`src/rtl/rsv_pkg.sv`:
```
package rsv_pkg;
  localparam int ADDR_W_DEF = 32;
  localparam int GRAN_DEF   = 8;
  localparam int RD_W_DEF   = 5;
  localparam int SIZE_W     = 2;

  localparam logic CODE_PASS = 1'b0;
  localparam logic CODE_FAIL = 1'b1;

  typedef enum logic [SIZE_W-1:0] {
    ACC_B = 2'd0,
    ACC_H = 2'd1,
    ACC_W = 2'd2,
    ACC_D = 2'd3
  } acc_size_e;
endpackage

```
`src/rtl/rsv_byte_mask.sv`:
```
module rsv_byte_mask #(
  parameter int ADDR_W = 32,
  parameter int GRAN   = 8,
  localparam int OFS_W = $clog2(GRAN),
  localparam int TAG_W = ADDR_W - OFS_W
) (
  input  logic [ADDR_W-1:0]          addr_i,
  input  logic [rsv_pkg::SIZE_W-1:0] size_i,
  output logic [TAG_W-1:0]           tag_o,
  output logic [GRAN-1:0]            mask_o
);
  localparam int CW = OFS_W + 5;

  logic [CW-1:0] lo;
  logic [CW-1:0] hi;

  assign tag_o = addr_i[ADDR_W-1:OFS_W];

  always_comb begin
    lo = CW'(addr_i[OFS_W-1:0]);
    hi = lo + (CW'(1) << size_i);
  end

  for (genvar b = 0; b < GRAN; b++) begin : g_byte
    assign mask_o[b] = (CW'(b) >= lo) && (CW'(b) < hi);
  end
endmodule

```
`src/rtl/rsv_overlap.sv`:
```
module rsv_overlap #(
  parameter int TAG_W = 29,
  parameter int GRAN  = 8
) (
  input  logic [TAG_W-1:0] tag_a_i,
  input  logic [GRAN-1:0]  mask_a_i,
  input  logic [TAG_W-1:0] tag_b_i,
  input  logic [GRAN-1:0]  mask_b_i,
  output logic             hit_o
);
  assign hit_o = (tag_a_i == tag_b_i) && (|(mask_a_i & mask_b_i));
endmodule

```
`src/rtl/rsv_entry.sv`:
```
module rsv_entry #(
  parameter int TAG_W = 29,
  parameter int GRAN  = 8
) (
  input  logic             clk,
  input  logic             rst_n,
  input  logic             set_i,
  input  logic             clr_i,
  input  logic             kill_i,
  input  logic [TAG_W-1:0] tag_i,
  input  logic [GRAN-1:0]  mask_i,
  output logic             valid_o,
  output logic [TAG_W-1:0] tag_o,
  output logic [GRAN-1:0]  mask_o
);
  logic             valid_d;
  logic [TAG_W-1:0] tag_d;
  logic [GRAN-1:0]  mask_d;

  always_comb begin
    valid_d = valid_o;
    tag_d   = tag_o;
    mask_d  = mask_o;
    if (set_i) begin
      valid_d = 1'b1;
      tag_d   = tag_i;
      mask_d  = mask_i;
    end else if (clr_i || kill_i) begin
      valid_d = 1'b0;
    end
  end

  always_ff @(posedge clk or negedge rst_n) begin
    if (!rst_n) begin
      valid_o <= 1'b0;
      tag_o   <= '0;
      mask_o  <= '0;
    end else begin
      valid_o <= valid_d;
      if (set_i) begin
        tag_o  <= tag_d;
        mask_o <= mask_d;
      end
    end
  end

  assert_lr_arms_R2: assert property (@(posedge clk) disable iff (!rst_n)
    set_i |=> valid_o);
  assert_sc_clears_R5: assert property (@(posedge clk) disable iff (!rst_n)
    (clr_i && !set_i) |=> !valid_o);
  assert_snoop_kills_R7: assert property (@(posedge clk) disable iff (!rst_n)
    (kill_i && !set_i) |=> !valid_o);
  assert_hold_tag_R6: assert property (@(posedge clk) disable iff (!rst_n)
    !set_i |=> ($stable(tag_o) && $stable(mask_o)));
endmodule

```
`src/rtl/rsv_monitor.sv`:
```
module rsv_monitor #(
  parameter int ADDR_W = rsv_pkg::ADDR_W_DEF,
  parameter int GRAN   = rsv_pkg::GRAN_DEF,
  parameter int RD_W   = rsv_pkg::RD_W_DEF
) (
  input  logic                       clk,
  input  logic                       rst_n,
  input  logic                       req_valid,
  input  logic                       req_is_sc,
  input  logic [ADDR_W-1:0]          req_addr,
  input  logic [rsv_pkg::SIZE_W-1:0] req_size,
  input  logic [RD_W-1:0]            req_rd,
  input  logic                       snp_valid,
  input  logic [ADDR_W-1:0]          snp_addr,
  input  logic [rsv_pkg::SIZE_W-1:0] snp_size,
  output logic                       rsp_valid,
  output logic                       rsp_is_sc,
  output logic [RD_W-1:0]            rsp_rd,
  output logic                       rsp_rd_we,
  output logic                       rsp_fail,
  output logic                       mem_ld_en,
  output logic                       mem_st_en
);
  localparam int OFS_W = $clog2(GRAN);
  localparam int TAG_W = ADDR_W - OFS_W;

  // reset: asserted asynchronously, released on the clock
  logic rst_meta_q, rst_sync_n;
  always_ff @(posedge clk or negedge rst_n) begin
    if (!rst_n) begin
      rst_meta_q <= 1'b0;
      rst_sync_n <= 1'b0;
    end else begin
      rst_meta_q <= 1'b1;
      rst_sync_n <= rst_meta_q;
    end
  end

  logic [TAG_W-1:0] req_tag, snp_tag, rsv_tag;
  logic [GRAN-1:0]  req_mask, snp_mask, rsv_mask;
  logic             rsv_valid, snp_hit_raw, snp_hit;
  logic             req_lr, req_sc, sc_match, sc_ok;

  rsv_byte_mask #(.ADDR_W(ADDR_W), .GRAN(GRAN)) u_req_mask (
    .addr_i(req_addr), .size_i(req_size), .tag_o(req_tag), .mask_o(req_mask));

  rsv_byte_mask #(.ADDR_W(ADDR_W), .GRAN(GRAN)) u_snp_mask (
    .addr_i(snp_addr), .size_i(snp_size), .tag_o(snp_tag), .mask_o(snp_mask));

  rsv_overlap #(.TAG_W(TAG_W), .GRAN(GRAN)) u_snp_ovl (
    .tag_a_i(snp_tag), .mask_a_i(snp_mask),
    .tag_b_i(rsv_tag), .mask_b_i(rsv_mask), .hit_o(snp_hit_raw));

  always_comb begin
    req_lr   = req_valid && !req_is_sc;
    req_sc   = req_valid && req_is_sc;
    snp_hit  = snp_valid && rsv_valid && snp_hit_raw;
    sc_match = rsv_valid && (req_tag == rsv_tag) && (req_mask == rsv_mask);
    sc_ok    = req_sc && sc_match && !snp_hit;
  end

  rsv_entry #(.TAG_W(TAG_W), .GRAN(GRAN)) u_entry (
    .clk(clk), .rst_n(rst_sync_n),
    .set_i(req_lr), .clr_i(req_sc), .kill_i(snp_hit),
    .tag_i(req_tag), .mask_i(req_mask),
    .valid_o(rsv_valid), .tag_o(rsv_tag), .mask_o(rsv_mask));

  // response stage: next-state then registers
  logic            vld_d, vld_q, ld_d, ld_q, st_d, st_q;
  logic            sc_d, sc_q, we_d, we_q, fail_d, fail_q;
  logic [RD_W-1:0] rd_d, rd_q;

  always_comb begin
    vld_d  = req_valid;
    ld_d   = req_lr;
    st_d   = sc_ok;
    sc_d   = req_is_sc;
    rd_d   = req_rd;
    we_d   = req_sc && (req_rd != '0);
    fail_d = req_sc && !sc_ok ? rsv_pkg::CODE_FAIL : rsv_pkg::CODE_PASS;
  end

  always_ff @(posedge clk or negedge rst_sync_n) begin
    if (!rst_sync_n) begin
      vld_q  <= 1'b0;
      ld_q   <= 1'b0;
      st_q   <= 1'b0;
      sc_q   <= 1'b0;
      we_q   <= 1'b0;
      fail_q <= 1'b0;
      rd_q   <= '0;
    end else begin
      vld_q <= vld_d;
      ld_q  <= ld_d;
      st_q  <= st_d;
      if (req_valid) begin
        sc_q   <= sc_d;
        we_q   <= we_d;
        fail_q <= fail_d;
        rd_q   <= rd_d;
      end
    end
  end

  assign rsp_valid = vld_q;
  assign rsp_is_sc = sc_q;
  assign rsp_rd    = rd_q;
  assign rsp_rd_we = vld_q && we_q;
  assign rsp_fail  = fail_q;
  assign mem_ld_en = ld_q;
  assign mem_st_en = st_q;

  assert_store_only_on_pass_R3: assert property (@(posedge clk) disable iff (!rst_sync_n)
    mem_st_en |-> (rsp_valid && rsp_is_sc && rsp_fail == rsv_pkg::CODE_PASS));
  assert_no_rsv_no_store_R4: assert property (@(posedge clk) disable iff (!rst_sync_n)
    (req_sc && !rsv_valid) |=> !mem_st_en);
  assert_ld_st_exclusive_R2: assert property (@(posedge clk) disable iff (!rst_sync_n)
    !(mem_ld_en && mem_st_en));
  assert_rsp_follows_req_R2: assert property (@(posedge clk) disable iff (!rst_sync_n)
    req_valid |=> rsp_valid);
  assert_snoop_race_fails_R9: assert property (@(posedge clk) disable iff (!rst_sync_n)
    (req_sc && snp_hit) |=> (rsp_fail == rsv_pkg::CODE_FAIL && !mem_st_en));
  assert_x0_no_write_R10: assert property (@(posedge clk) disable iff (!rst_sync_n)
    rsp_rd_we |-> (rsp_is_sc && rsp_rd != '0));
endmodule

```
`config.mk`:
```
export PLATFORM = sky130hd
export DESIGN_NAME = rsv_monitor
export DESIGN_NICKNAME = d
export VERILOG_FILES = /design/src/rtl/rsv_pkg.sv /design/src/rtl/rsv_byte_mask.sv /design/src/rtl/rsv_overlap.sv /design/src/rtl/rsv_entry.sv /design/src/rtl/rsv_monitor.sv
export SDC_FILE = /design/constraint.sdc
export NUM_CORES = 1
export LEC_CHECK = 0
export ABC_CLOCK_PERIOD_IN_PS = 1700
export BUFFER_PORTS_ARGS = -buffer_cell sky130_fd_sc_hd__buf_2
export CORE_ASPECT_RATIO = 0.6
export CORE_MARGIN = 2
export CORE_UTILIZATION = 30
export DETAILED_ROUTE_END_ITERATION = 10
export PLACE_DENSITY_LB_ADDON = 0.15
export SYNTH_ARGS = -nofsm -noshare
export SYNTH_HDL_FRONTEND = slang
export SYNTH_HIERARCHICAL = 1
export SYNTH_SLANG_ARGS = --single-unit
```
`constraint.sdc`:
```
create_clock -name clk -period 1.7 [get_ports clk]
set_clock_uncertainty 0.15 [all_clocks]
set_input_delay 0.17 -clock clk [delete_from_list [all_inputs] [get_ports clk]]
set_output_delay 0.17 -clock clk [all_outputs]
set_load 0.01 [all_outputs]
```
==> flow_metrics.py <==
metrics = {
    "run_status": {
        "outcome": "finished, violations left",
        "violations": "hold timing, setup timing",
    },
    "setup_path": {
        "r2r_start": "u_entry/tag_o[12]",
        "cp_max_fo": 4,
        "critPathKind": "input port to register",
        "arrival_ns": 2.78,
        "crit_path_end_kind": "register",
        "start_kind": "input port",
        "reg2reg_depth": 9,
        "worst_ep_required_time_ns": 1.72,
        "reg2reg_slack_ns": -0.39,
        "worst_r2r_endpoint": "rsp_fail",
    },
    "floorplan": {
        "die_w_um": 148,
        "die_y_um": 90.6,
        "dieArea_mm2": 0.0134,
        "rows": 31,
        "num_io_pins": 89,
        "start_util_pct": 31.0,
        "core-area_mm2": 0.0121,
    },
    "yosys": {
        "synth_edf_count": 0,
        "synth_fp_nets": 430,
        "synth_common_cells": "buf_4 (58), dfrtp_1 (51), xor2_1 (34), xnor2_1 (29), mux2_2 (25)",
        "syn_inst": 344,
        "synthArstFlopShare_pct": 100,
        "yosysUniqueCellTypes": 43,
        "syn_area_mm2": 0.00375,
        "ys_ff_latch": 51,
        "synthFlopType": "dfrtp_1",
        "synth_warnings": 6,
        "yosysTopAreaCell": "dfrtp_1",
        "synth.most_common_cell": "buf_4",
        "yosysTopAreaCellShare_pct": 34.1,
        "syn_area_per_cell_um2": 10.9,
        "synthTopCellsByArea": "dfrtp_1 (34%), buf_4 (12%), xor2_1 (7.9%)",
        "yosysSeqAreaShare_pct": 34.1,
    },
    "timing": {
        "fin_ws_ns": -1.06,
        "finalSetupTns_ns": -2.89,
        "period_needed_ns": 2.76,
        "max_freq_mhz": 363,
        "tightest_slew_ns": 0.514,
        "slew_violations": 0,
        "post-route-period-util_pct": 162,
        "rsz0062_at_grt": "yes",
        "hold-worst-slack_ns": -0.00611,
        "finalSetupViolCount": 6,
        "relSlewSlack_pct": 65.4,
        "hold_violations": 1,
    },
    "drt": {
        "drt-total-wl_um": 9690,
        "via_count": 2863,
        "wl_per_cell_um": 15.2,
        "first_pass_iters": 5,
        "route.detailed.vias_per_inst": 4.49,
        "drc": 0,
        "antenna_left": 0,
        "drtIter0Drc": 142,
    },
    "place": {
        "gp_congestion": 0.753,
        "dpl.hpwl_um": 7420,
        "placed_area_mm2": 0.00448,
        "io_buffer_count": 88,
        "dpl_worst_slack_ns": -1.50,
    },
    "hold_path": {
        "worstHoldStart": "req_valid",
        "hold_class": "input port to register",
        "hold_path_depth": 2,
        "whs_endpoint": "rsp_fail",
    },
    "clock_network": {
        "cts-htree-levels": 2,
        "cts_tree": "yes",
        "cts-buffers-inserted": 5,
        "clkSinkCount": 51,
        "root_buffer": "clkbuf_16",
        "path_clk_slew_ns": 0.06,
        "clk_latency_ns": 0.29,
        "clock_path_buffers": 2,
    },
    "power": {
        "peakVddDrop_v": 0.000359,
        "power.density_mw_per_mm2": 788,
        "p_leak_nw": 2.36,
        "p_total_mw": 4.06,
    },
    "cells_and_area": {
        "area_delta_synth_final_pct": 37.6,
        "diodes": 0,
        "nets": 557,
        "drive_gt1_share_pct": 51.1,
        "nFillCells": 1181,
        "utilization_pct": 42.6,
        "design_area_mm2": 0.00516,
    },
    "run": {
        "max_cap_violations": 0,
    },
    "global_route": {
        "track_usage_pct": 14.9,
        "antenna_found_initial": 0,
        "grt_max_degree": 29,
        "grt_pass1_wl_um": 15600,
        "grt_pass1_vias": 3019,
        "grt_overflow": 0,
    },
}
==> cell families after synthesis <==
logic type | count (synthesis) | share of synthesized area, %
adders and majority gates | 8 | 3.07
AOI/OAI and AO/OA | 36 | 7.61
xor gates and xnor gates | 65 | 15.6
buffers and inverters | 72 | 13.7
and+or+nand+nor | 67 | 10.8
other | 1 | 0.100
DFF | 51 | 34.1
muxes | 44 | 15.1
==> worst max-delay path, cell delays in order <==
cell       delay (ns)
buf_8            0.09
nor2_4           0.04
ha_4             0.15
fa_2             0.39
xor2_4           0.18
a211oi_4         0.32
a2111oi_2        0.12
a22oi_1          0.18
nand4_1          0.14
and3_1           0.18
nand2_1          0.06
o21ai_1          0.06
or4_4            0.43
nor4_4           0.16
o22ai_1          0.10
==> worst max path at each step <==
stage                            from  cells past startpoint        to  slack, ns
after floorplan           snp_size[1]                     14  rsp_fail      -1.10
after global placement    snp_size[1]                     15  rsp_fail      -1.43
after detailed placement  snp_size[1]                     15  rsp_fail      -1.50
after CTS                 snp_size[1]                     15  rsp_fail      -1.04
after global routing      snp_size[1]                     15  rsp_fail      -1.19
final                     snp_size[1]                     15  rsp_fail      -1.06
==> per-layer routing <==
metal	wire, µm	track usage, %	vias up
met5	0	0	-
li1	-	-	1407
met3	455	3.33	9
met4	95	3.10	0
met2	3940	21.3	76
met1	5200	22.8	1371
==> area by class of cell <==
cell class | count | area, µm² | share of cell area (%)
Tap cell | 165 | 206 | 4.00
Clock buffer | 8 | 156 | 3.03
Timing Repair Buffer | 183 | 1300 | 25.3
Sequential cell | 51 | 1280 | 24.8
Multi-Input combinational cell | 221 | 2180 | 42.2
Inverter | 9 | 33.8 | 0.655
==> cells in the final DEF (no fill, tap or decap), drive strengths merged, types with 3 or more instances in the layout <==
cell / Yosys / routed
and2: 3 / 3
xor2: 36 / 36
buf: 62 / 154
dfrtp: 51 / 51
nand3: 5 / 5
clkbuf: 1 / 8
nor2: 7 / 7
a211oi: 4 / 4
a221oi: 3 / 3
dlygate4sd3: 0 / 29
nor2b: 5 / 5
nor4: 10 / 10
o21ai: 6 / 6
ha: 6 / 6
a22oi: 4 / 4
a21o: 5 / 5
o211ai: 10 / 10
nand4: 17 / 17
nand2: 13 / 13
inv: 9 / 9
xnor2: 29 / 29
mux2: 44 / 44
==> registers in the layout (all words and copies together), names as in the netlist <==
signal and cells:
mem_st_en 1, u_entry/mask_o 8, rsp_rd 5, u_entry/valid_o 1
u_entry/tag_o 29, rst_sync_n 1, rsp_valid 1, mem_ld_en 1
we_q 1, rsp_fail 1, rsp_is_sc 1, rst_meta_q 1
==> repair_timing <==
action,CTS,global route
endpoints found under the hold margin,30,0
resized for setup,29,5
endpoints found under the setup margin,9,11
pin swaps,12,11
buffers inserted,7,1
hold buffers,29,0
==> power breakdown <==
part	internal (mW)	leakage (nW)	total, mW	switching [mW]
Sequential	1.38	0.608	1.52	0.143
Combinational	0.837	1.67	1.46	0.625
Clock	0.628	0.0772	1.08	0.452
Total	2.85	2.36	4.06	1.22
==> through the flow <==
| stage | hold slack, ns | cells |
|---|---|---|
| after floorplan | -0.276 | 344 |
| after global placement | -0.190 | 593 |
| after detailed placement | -0.190 | 593 |
| after global routing | 0.00289 | 637 |
| after CTS | 0.000812 | 636 |
| final | -0.00611 | 637 |
(Power assumes the default switching activity.)
